**config.mk**
```make
export PLATFORM = sky130hd
export DESIGN_NAME = dual_timer
export DESIGN_NICKNAME = d
export VERILOG_FILES = /design/src/rtl/dtmr_pkg.sv /design/src/rtl/dtmr_decode.sv /design/src/rtl/dtmr_counter.sv /design/src/rtl/dtmr_irq.sv /design/src/rtl/dual_timer.sv
export SDC_FILE = /design/constraint.sdc
export NUM_CORES = 1
export LEC_CHECK = 0
export BUFFER_PORTS_ARGS = -buffer_cell sky130_fd_sc_hd__buf_2
export CAP_MARGIN = 15
export CELL_PAD_IN_SITES_DETAIL_PLACEMENT = 2
export CELL_PAD_IN_SITES_GLOBAL_PLACEMENT = 2
export CORE_MARGIN = 2
export CORE_UTILIZATION = 38
export CTS_CLUSTER_DIAMETER = 60
export DETAILED_ROUTE_END_ITERATION = 16
export GPL_ROUTABILITY_DRIVEN = 0
export PLACE_DENSITY_LB_ADDON = 0.15
export SKIP_CTS_REPAIR_TIMING = 1
export SLEW_MARGIN = 30
export SYNTH_ARGS = -nofsm -noshare
export SYNTH_HDL_FRONTEND = slang
export SYNTH_SLANG_ARGS = --single-unit
```
**constraint.sdc**
```tcl
create_clock -name clk -period 7.3 [get_ports clk]
set_input_delay 1.46 -clock clk [delete_from_list [all_inputs] [get_ports clk]]
set_output_delay 1.46 -clock clk [all_outputs]
set_load 0.005 [all_outputs]
```
**src/rtl/dtmr_pkg.sv**
```systemverilog
package dtmr_pkg;
  localparam int unsigned OFS_CTRL     = 32'h000;
  localparam int unsigned OFS_TMR_BASE = 32'h010;
  localparam int unsigned TMR_STRIDE   = 8;
  localparam int unsigned OFS_RLD      = 0;
  localparam int unsigned OFS_VAL      = 4;
  localparam int unsigned OFS_CAUSE    = 32'h110;
  localparam int unsigned OFS_MASK     = 32'h114;
  localparam int unsigned CAUSE_LSB    = 1;
  localparam int unsigned IDX_W        = 5;

  typedef enum logic [2:0] {
    RK_NONE,
    RK_CTRL,
    RK_RLD,
    RK_VAL,
    RK_CAUSE,
    RK_MASK
  } reg_kind_e;

  typedef struct packed {
    reg_kind_e        kind;
    logic [IDX_W-1:0] idx;
  } reg_sel_t;
endpackage

```
**src/rtl/dtmr_decode.sv**
```systemverilog
module dtmr_decode
  import dtmr_pkg::*;
#(
  parameter int ADDR_W = 12,
  parameter int N_TMR  = 2
) (
  input  logic [ADDR_W-1:0] addr,
  output reg_sel_t          sel
);
  always_comb begin
    sel.kind = RK_NONE;
    sel.idx  = '0;
    if (addr == ADDR_W'(OFS_CTRL)) begin
      sel.kind = RK_CTRL;
    end else if (addr == ADDR_W'(OFS_CAUSE)) begin
      sel.kind = RK_CAUSE;
    end else if (addr == ADDR_W'(OFS_MASK)) begin
      sel.kind = RK_MASK;
    end else begin
      for (int i = 0; i < N_TMR; i++) begin
        if (addr == ADDR_W'(OFS_TMR_BASE + i * TMR_STRIDE + OFS_RLD)) begin
          sel.kind = RK_RLD;
          sel.idx  = IDX_W'(i);
        end
        if (addr == ADDR_W'(OFS_TMR_BASE + i * TMR_STRIDE + OFS_VAL)) begin
          sel.kind = RK_VAL;
          sel.idx  = IDX_W'(i);
        end
      end
    end
  end
endmodule

```
**src/rtl/dtmr_counter.sv**
```systemverilog
module dtmr_counter #(
  parameter int DATA_W = 32
) (
  input  logic              clk,
  input  logic              rst,
  input  logic              tick,
  input  logic              en,
  input  logic              auto_rld,
  input  logic              rld_wr,
  input  logic              val_wr,
  input  logic [DATA_W-1:0] wdata,
  output logic [DATA_W-1:0] count,
  output logic [DATA_W-1:0] rld_q,
  output logic              expire
);
  logic armed;
  logic at_zero;
  logic step;

  assign at_zero = (count == '0);
  assign step    = tick && en;
  // a software load wins over anything the counter would do this cycle
  assign expire  = step && at_zero && (auto_rld || armed) && !val_wr;

  always_ff @(posedge clk) begin
    if (rst) begin
      count <= '0;
      rld_q <= '0;
      armed <= 1'b0;
    end else begin
      if (rld_wr) begin
        rld_q <= wdata;
      end
      if (val_wr) begin
        count <= wdata;
        armed <= 1'b1;
      end else begin
        if (expire) begin
          armed <= 1'b0;
        end
        if (step) begin
          if (!at_zero) begin
            count <= count - 1'b1;
          end else if (auto_rld) begin
            count <= rld_q;
          end
        end
      end
    end
  end
endmodule

```
**src/rtl/dtmr_irq.sv**
```systemverilog
module dtmr_irq #(
  parameter int N_TMR = 2
) (
  input  logic             clk,
  input  logic             rst,
  input  logic             cause_wr,
  input  logic             mask_wr,
  input  logic [N_TMR-1:0] wr_bits,
  input  logic [N_TMR-1:0] expire,
  output logic [N_TMR-1:0] cause_bits,
  output logic [N_TMR-1:0] mask_bits,
  output logic [N_TMR-1:0] irq
);
  logic [N_TMR-1:0] keep;

  // write-zero-to-clear; bits written as one are kept
  assign keep = cause_wr ? wr_bits : {N_TMR{1'b1}};

  always_ff @(posedge clk) begin
    if (rst) begin
      cause_bits <= '0;
      mask_bits  <= '0;
      irq        <= '0;
    end else begin
      cause_bits <= (cause_bits & keep) | expire;
      if (mask_wr) begin
        mask_bits <= wr_bits;
      end
      irq <= cause_bits & mask_bits;
    end
  end
endmodule

```
**src/rtl/dual_timer.sv**
```systemverilog
module dual_timer
  import dtmr_pkg::*;
#(
  parameter int ADDR_W = 12,
  parameter int DATA_W = 32,
  parameter int N_TMR  = 2
) (
  input  logic              clk,
  input  logic              rst,
  input  logic              tick,
  input  logic              bus_wr,
  input  logic              bus_rd,
  input  logic [ADDR_W-1:0] bus_addr,
  input  logic [DATA_W-1:0] bus_wdata,
  output logic [DATA_W-1:0] bus_rdata,
  output logic [N_TMR-1:0]  irq
);
  localparam int CTRL_W = 2 * N_TMR;

  reg_sel_t                     sel;
  logic [CTRL_W-1:0]            ctrl_q;
  logic [N_TMR-1:0]             val_wr;
  logic [N_TMR-1:0]             rld_wr;
  logic [N_TMR-1:0]             expire;
  logic [N_TMR-1:0]             cause_bits;
  logic [N_TMR-1:0]             mask_bits;
  logic [N_TMR-1:0][DATA_W-1:0] cnt_all;
  logic [N_TMR-1:0][DATA_W-1:0] rld_all;
  logic                         cause_wr;
  logic                         mask_wr;
  logic [DATA_W-1:0]            rd_mux;

  dtmr_decode #(.ADDR_W(ADDR_W), .N_TMR(N_TMR)) u_dec (
    .addr (bus_addr),
    .sel  (sel)
  );

  assign cause_wr = bus_wr && (sel.kind == RK_CAUSE);
  assign mask_wr  = bus_wr && (sel.kind == RK_MASK);

  always_ff @(posedge clk) begin
    if (rst) begin
      ctrl_q <= '0;
    end else if (bus_wr && (sel.kind == RK_CTRL)) begin
      ctrl_q <= bus_wdata[CTRL_W-1:0];
    end
  end

  for (genvar g = 0; g < N_TMR; g++) begin : g_tmr
    assign rld_wr[g] = bus_wr && (sel.kind == RK_RLD) && (sel.idx == IDX_W'(g));
    assign val_wr[g] = bus_wr && (sel.kind == RK_VAL) && (sel.idx == IDX_W'(g));

    dtmr_counter #(.DATA_W(DATA_W)) u_cnt (
      .clk      (clk),
      .rst      (rst),
      .tick     (tick),
      .en       (ctrl_q[2*g]),
      .auto_rld (ctrl_q[2*g+1]),
      .rld_wr   (rld_wr[g]),
      .val_wr   (val_wr[g]),
      .wdata    (bus_wdata),
      .count    (cnt_all[g]),
      .rld_q    (rld_all[g]),
      .expire   (expire[g])
    );
  end

  dtmr_irq #(.N_TMR(N_TMR)) u_irq (
    .clk        (clk),
    .rst        (rst),
    .cause_wr   (cause_wr),
    .mask_wr    (mask_wr),
    .wr_bits    (bus_wdata[CAUSE_LSB +: N_TMR]),
    .expire     (expire),
    .cause_bits (cause_bits),
    .mask_bits  (mask_bits),
    .irq        (irq)
  );

  always_comb begin
    rd_mux = '0;
    case (sel.kind)
      RK_CTRL:  rd_mux = DATA_W'(ctrl_q);
      RK_CAUSE: rd_mux[CAUSE_LSB +: N_TMR] = cause_bits;
      RK_MASK:  rd_mux[CAUSE_LSB +: N_TMR] = mask_bits;
      RK_RLD: begin
        for (int i = 0; i < N_TMR; i++) begin
          if (sel.idx == IDX_W'(i)) rd_mux = rld_all[i];
        end
      end
      RK_VAL: begin
        for (int i = 0; i < N_TMR; i++) begin
          if (sel.idx == IDX_W'(i)) rd_mux = cnt_all[i];
        end
      end
      default: rd_mux = '0;
    endcase
  end

  always_ff @(posedge clk) begin
    if (rst) begin
      bus_rdata <= '0;
    end else if (bus_rd) begin
      bus_rdata <= rd_mux;
    end
  end
endmodule

```
* Word level (Yosys, flattened, before mapping)
Cells that the tools add are included.
** Storage, ports and cells
- Register bits :: 172
- Output and inout bits :: 34
- Word-level logic and storage cells :: 91
** Cells by class
- Add/sub/neg operators :: 2
- Equal/unequal tests :: 14
- Muxes and demuxes :: 30
- Bitwise operators :: 3
- Reductions and logical operators :: 31
** Operators with widths (number)
- 32-bit two-way mux :: 12
- 29-bit one-hot mux with 3 select lines :: 1
- 32-bit zero test :: 2
- 32-bit by 1-bit subtractor with 32-bit output (second input constant) :: 2
- 12-bit by 5-bit equality test with 1-bit output (second input constant) :: 4
- 12-bit by 9-bit equality test with 1-bit output (second input constant) :: 2
- 7-bit two-way mux :: 3
- 1-bit logical AND :: 17
- 5-bit two-way mux :: 3
- 12-bit zero test :: 1
- 2-bit one-hot mux with 5 select lines :: 1
- 3-bit two-way mux :: 3
- 8-bit two-way mux :: 1
- 2-bit nonzero test :: 4
- 3-bit by 2-bit equality test with 1-bit output (second input constant) :: 2
- 3-bit equality test (second input constant) :: 2
- 3-bit by 2-bit != test with 1-bit output (second input constant) :: 2
- 5-bit by 1-bit equality test with 1-bit output (second input constant) :: 1
- 5-bit zero test :: 1
- 2-bit AND :: 2
- 1-bit two-way mux :: 4
- 2-bit AND reduction :: 2
- 3-bit by 1-bit equality test with 1-bit output (second input constant) :: 1
- 1-bit one-hot mux with 3 select lines :: 1
- other kinds (4) :: 6

* Depth between registers and ports, before layout
- Depth after elaboration :: 15
- Depth in mapped cells :: 10

* Hierarchy
From an unflattened synthesis, not the netlist that was laid out.
** Unflattened totals
- Cells, all modules :: 1168
- Area total of the unflattened synthesis :: 9897.0 µm²
** Modules (own cells, without submodules)
- dtmr_counter (g_tmr[1].u_cnt) :: instances 1, cells an instance 423, area each 3646.0 µm², seq. area each 1301.2 µm²
- dtmr_counter (g_tmr[0].u_cnt) :: instances 1, cells an instance 401, area each 3482.1 µm², seq. area each 1301.2 µm²
- dual_timer :: instances 1, cells an instance 307, area each 2437.3 µm², seq. area each 720.7 µm²
- dtmr_irq :: instances 1, cells an instance 20, area each 209.0 µm², seq. area each 120.1 µm²
- dtmr_decode :: instances 1, cells an instance 17, area each 122.6 µm², seq. area each 0.0 µm²

* Worst setup path after synthesis
No wires, ideal clock.
- Path type :: input -> register
- Start :: in bus_addr[7]
- End :: reg g_tmr[0].u_cnt.count[8]
- Arrival time :: 3485 ps
- Setup slack :: 3688 ps
- Stages on the path :: 9
- Path through :: or4_1 -> clkbuf_1 -> nor3_1 -> and3_1 -> clkbuf_1 -> nor2_1 -> clkbuf_1 -> a221oi_1 -> nor2_1
** On the way
- Cells in the longest elaborated chain, start to end :: 13
- Elaborated cells on any way between the ends :: 25
- Those cells by class :: eq/ne: 8; mux: 11; reduce/logical: 6
** RTL lines
- start: declaration :: RTL line dual_timer.sv:13 : input logic [ADDR_W-1:0] bus_addr,
- 12-bit by 5-bit equality test with 1-bit output :: RTL line dtmr_decode.sv:21 : if (addr == ADDR_W'(OFS_TMR_BASE + i * TMR_STRIDE + OFS_RLD)) begin
- 7-bit two-way mux :: RTL line dtmr_decode.sv:21
- 7-bit two-way mux :: RTL line dtmr_decode.sv:25 : if (addr == ADDR_W'(OFS_TMR_BASE + i * TMR_STRIDE + OFS_VAL)) begin
- 7-bit two-way mux :: RTL line dtmr_decode.sv:21
- 8-bit two-way mux :: RTL line dtmr_decode.sv:25
- 3-bit two-way mux :: RTL line dtmr_decode.sv:17 : end else if (addr == ADDR_W'(OFS_MASK)) begin
- 3-bit two-way mux :: RTL line dtmr_decode.sv:15 : end else if (addr == ADDR_W'(OFS_CAUSE)) begin
- 3-bit two-way mux :: RTL line dtmr_decode.sv:13 : if (addr == ADDR_W'(OFS_CTRL)) begin
- 3-bit by 2-bit equality test with 1-bit output :: RTL line dual_timer.sv:51 : assign val_wr[g] = bus_wr && (sel.kind == RK_VAL) && (sel.idx == IDX_W'(g));
- 1-bit logical AND :: RTL line dual_timer.sv:51
- 1-bit logical AND (*) :: RTL line dual_timer.sv:51
- 3-bit by 2-bit != test with 1-bit output (no source line) or 2-bit nonzero test (tied branches)
- 2-bit AND reduction (no source line)
- end signal: assignment :: RTL line dtmr_counter.sv:35 : count <= wdata;
- end signal: assignment :: RTL line dtmr_counter.sv:43 : count <= count - 1'b1;
- end signal: assignment :: RTL line dtmr_counter.sv:45 : count <= rld_q;
- end: declaration :: RTL line dtmr_counter.sv:12 : output logic [DATA_W-1:0] count,
Every way passes the cells marked *; elsewhere a longest branch is shown, timed or not.
A chain may end at the register's enable or synchronous reset.

* Final worst setup path
- Start :: in bus_addr[7]
- End :: reg g_tmr[1].u_cnt.rld_q[25]
** On the way
- Cells in the longest elaborated chain, start to end :: 11
- Elaborated cells on any way between the ends :: 21
- Those cells by class :: eq/ne: 8; mux: 10; reduce/logical: 3
** RTL lines
- 12-bit by 5-bit equality test with 1-bit output :: RTL line dtmr_decode.sv:21
- 7-bit two-way mux :: RTL line dtmr_decode.sv:21
- 7-bit two-way mux :: RTL line dtmr_decode.sv:25
- 7-bit two-way mux :: RTL line dtmr_decode.sv:21
- 8-bit two-way mux :: RTL line dtmr_decode.sv:25
- 3-bit two-way mux :: RTL line dtmr_decode.sv:17
- 3-bit two-way mux :: RTL line dtmr_decode.sv:15
- 3-bit two-way mux :: RTL line dtmr_decode.sv:13
- 3-bit by 2-bit equality test with 1-bit output :: RTL line dual_timer.sv:50 : assign rld_wr[g] = bus_wr && (sel.kind == RK_RLD) && (sel.idx == IDX_W'(g));
- 1-bit logical AND :: RTL line dual_timer.sv:50
- 1-bit logical AND (*) :: RTL line dual_timer.sv:50
- end signal: assignment :: RTL line dtmr_counter.sv:32 : rld_q <= wdata;
- end: declaration :: RTL line dtmr_counter.sv:13 : output logic [DATA_W-1:0] rld_q,
Marks and branches as above.

==> summary.txt <==
Die H - 160.0 um
Number of global-route vias before repair - 10370
Crit Path Max Fanout - 31
Leakage power - 3.791 nW
Area of all sequential standard cells - 0.003443 mm2
Min-Delay Path Class - register to register
Switch share - 25.45%
Row cnt - 57
WP data arrival - 4.60 ns
Reg power frac - 48.7%
Reg2Reg Capture Point - g_tmr[1].u_cnt.count[31]$_SDFFE_PP0P_
Place WS - 2.572 ns
Initial antenna violation count - 0
Layout area overhead - 13.34%
Core box area - 0.02411 mm2
Final setup vio count - 0
Worst-path clk slew - 0.07 ns
Worst-Skew Late Latency - 0.44 ns
Clk_skew - 0.009395 ns
DRC violations left - 0
Number of synthesized register bits - 172
CTS root buf - clkbuf_16
Post-route ant nets - 0
Area of the multi-input gates - 0.005430 mm2
Antenna diodes - 0
Startpoint Class - input pin
FF-to-FF setup slack - 3.70 ns
Max cap viols - 0
Detailed Routing Iterations Pass 1 - 5
Ys flop type - dfxtp_1
VDD IR-drop max - 134.1 uV
Final Cycle Share - 59.10%
Final WL - 41.24 mm
Share of layout cells above drive strength 1 - 12.96%
Largest net degree at the start of global routing - 62
Outcome - finished, final reports clean
Comb power frac - 3.8%
Pwr dens - 183.7 mW/mm2
Register area share after synthesis - 37.22%
Post-synth cell types - 64
Average cell area after synthesis - 7.807 um2
Critical Path Start - bus_addr[7]
H-tree lvl count - 4
Hold Crit Depth - 2
Overflow after GRT - 0
Power share of the clock group - 47.5%
Clock Path Buffers - 2
GRT Resource Usage Total - 32.34%
Syn_nets - 1237
Crit path to - g_tmr[1].u_cnt.rld_q[25]$_SDFFE_PP0P_
Int Pwr - 1.436 mW
Mapped cell area - 0.009251 mm2
# fillers - 2825
Setup CP Type - input pin to register
Chip width - 160.0 um
Clk sink count - 172
Slew HR - 33.86%
Psw - 490.4 uW
Number of flops mapped to enable cells by yosys - 0
Final hold viol count - 0
Nets@finish - 1267
Min setup slack post-route - 2.986 ns
Worst reg2reg startpoint - g_tmr[1].u_cnt.count[0]$_SDFFE_PP0P_
CTS tree - done
CTS Buf Count - 17
Initial core utilization - 38.38%
Synth Instances - 1185
Via count - 9792
Unrepaired setup endpoints after global routing - false
HPWL after DPL - 27.68 mm
Via density - 6.313
YS warnings - 0
CP endpoint kind - register
Max-slew violation count - 0
Aggregate negative setup slack - 0 ns
I/O Pins - 83
Minimum clock period - 4.314 ns
F_max - 231.8 MHz
WL/cell - 26.59 um
Port buffer count - 82
Least-Margin Pin Slew - 0.9921 ns
Initial DRC count - 871
First-pass GRT wire length - 63.73 mm
Critical Path RT - 7.59 ns
Reg2reg path depth - 9
Die area - 0.02561 mm2
Share of flip-flops with an asynchronous set or reset - 0%
[how the worst min path moves through the flow]
stage	end	from	slack (ns)
after detailed placement	g_tmr[1].u_cnt.rld_q[29]$_SDFFE_PP0P_	g_tmr[1].u_cnt.rld_q[29]$_SDFFE_PP0P_	0.45
after CTS	g_tmr[1].u_cnt.rld_q[29]$_SDFFE_PP0P_	g_tmr[1].u_cnt.rld_q[29]$_SDFFE_PP0P_	0.46
after floorplan	g_tmr[1].u_cnt.rld_q[29]$_SDFFE_PP0P_	g_tmr[1].u_cnt.rld_q[29]$_SDFFE_PP0P_	0.43
after global routing	g_tmr[1].u_cnt.rld_q[29]$_SDFFE_PP0P_	g_tmr[1].u_cnt.rld_q[29]$_SDFFE_PP0P_	0.50
final	g_tmr[1].u_cnt.rld_q[29]$_SDFFE_PP0P_	g_tmr[1].u_cnt.rld_q[29]$_SDFFE_PP0P_	0.47
after global placement	g_tmr[1].u_cnt.rld_q[29]$_SDFFE_PP0P_	g_tmr[1].u_cnt.rld_q[29]$_SDFFE_PP0P_	0.44
[flip-flops by register name, summed over array words and instances, names as in the netlist]
| register | count |
|---|---|
| g_tmr.u_cnt.armed | 2 |
| u_irq.mask_bits | 2 |
| u_irq.irq | 2 |
| g_tmr.u_cnt.rld_q | 64 |
| ctrl_q | 4 |
| g_tmr.u_cnt.count | 64 |
| bus_rdata | 32 |
| u_irq.cause_bits | 2 |
[worst max-delay path, cell delays in order]
cell	delay (ns)
buf_2	0.10
or4_1	0.74
nor4_2	0.31
buf_4	0.56
nand3_1	0.75
buf_4	0.48
nand2_1	0.11
a21oi_1	0.07
[cells in the mapped netlist (2+ instances only)]
library cell	number	area, um2
and4_1	4	35.03
nand2b_1	9	56.30
a21o_1	2	15.01
a21oi_1	155	775.7
a2bb2oi_1	3	26.28
nand3b_1	7	52.55
inv_1	12	45.04
and3_1	34	212.7
a221oi_1	6	52.55
o32ai_1	12	105.1
nand4_1	9	56.30
o2bb2ai_1	3	26.28
nor4b_1	3	26.28
nor3_1	32	160.2
o22ai_1	6	37.54
or4_1	12	90.09
o31ai_1	2	15.01
buf_2	12	60.06
a221o_1	13	130.1
nor4_2	4	50.05
ha_1	3	37.54
o31a_1	4	35.03
clkbuf_1	82	307.8
a2111oi_0	5	43.79
a22o_1	28	245.2
dfxtp_1	172	3443
xor2_1	19	166.4
a32oi_1	2	17.52
and2_1	3	18.77
nand2_1	184	690.7
o21ai_0	66	330.3
mux2_2	2	22.52
or3_1	14	87.58
nand3_1	34	170.2
a31oi_1	7	43.79
a211oi_1	20	150.1
o211ai_1	5	37.54
xnor2_1	24	210.2
nor4_1	20	125.1
mux2i_1	44	440.4
a211o_1	3	26.28
nand4b_1	3	26.28
a22oi_1	14	105.1
nor2_1	67	251.5
[metal layers]
layer,global-route usage [%],vias to the layer above,part of all wire [%]
met4,12.45,0,3.1
met1,43.00,5015,45
met3,4.571,56,5.3
li1,-,4397,-
met2,53.31,324,47
met5,0,-,0
[cells by family (layout without fill, tap and decap cells)]
family          Yosys count  in the layout  synth area share, %
mux                      46             46                5.004
fa+ha+maj                 3              3               0.4058
xor+xnor                 43             43                4.071
simple gates            449            449                23.98
buf+inv                 108            150                4.585
flops                   172            172                37.22
compound gates          364            364                24.74
[power groups by stage]
stage / registers (mW) / clock network (mW) / logic (mW)
6_report: 0.938 / 0.916 / 0.0730
4_1_cts: 0.938 / 0.923 / 0.0712
2_1_floorplan: 0.959 / 0 / 0.0283
3_3_place_gp: 0.960 / 0 / 0.0700
3_5_place_dp: 0.960 / 0 / 0.0713
5_1_grt: 0.937 / 0.953 / 0.0769
[area by class of cell]
type / count / share of cell area (%)
Clock buffer: 19 / 4.224
Clock inverter: 12 / 1.086
Inverter: 12 / 0.4296
Multi-Input combinational cell: 905 / 51.79
Sequential cell: 172 / 32.84
Tap cell: 324 / 3.866
Timing Repair Buffer: 107 / 5.764
[placed cells by master (no fill, tap or decap), types with 13 or more instances in the layout]
master     synthesis  routed
nor4_1            20      19
and3_1            34      33
a22oi_1           14      14
nor3_1            32      31
clkbuf_16          0      17
a22o_1            28      28
nand2_1          184     184
dfxtp_1          172     172
mux2i_1           44      44
buf_2             12      81
a211oi_1          20      20
a21oi_1          155     155
nor2_1            67      64
nand3_1           34      32
or3_1             14      14
xor2_1            19      19
a221o_1           13      13
o21ai_0           66      66
buf_4              1      25
xnor2_1           24      24
[metrics by stage]
step | util [%] | cells | cell area [um2] | power [mW] | hold slack (ns)
4_1_cts | 43.41 | 1551 | 10470 | 1.932 | 0.4634
5_1_grt | 43.50 | 1551 | 10490 | 1.967 | 0.4981
2_1_floorplan | - | 1185 | 9251 | 0.9878 | 0.4319
3_3_place_gp | 41.02 | 1519 | 9887 | 1.030 | 0.4385
3_5_place_dp | 41.10 | 1520 | 9908 | 1.031 | 0.4534
6_report | 43.50 | 1551 | 10490 | 1.927 | 0.4671
Note: power is estimated with default switching activity, not from simulation.
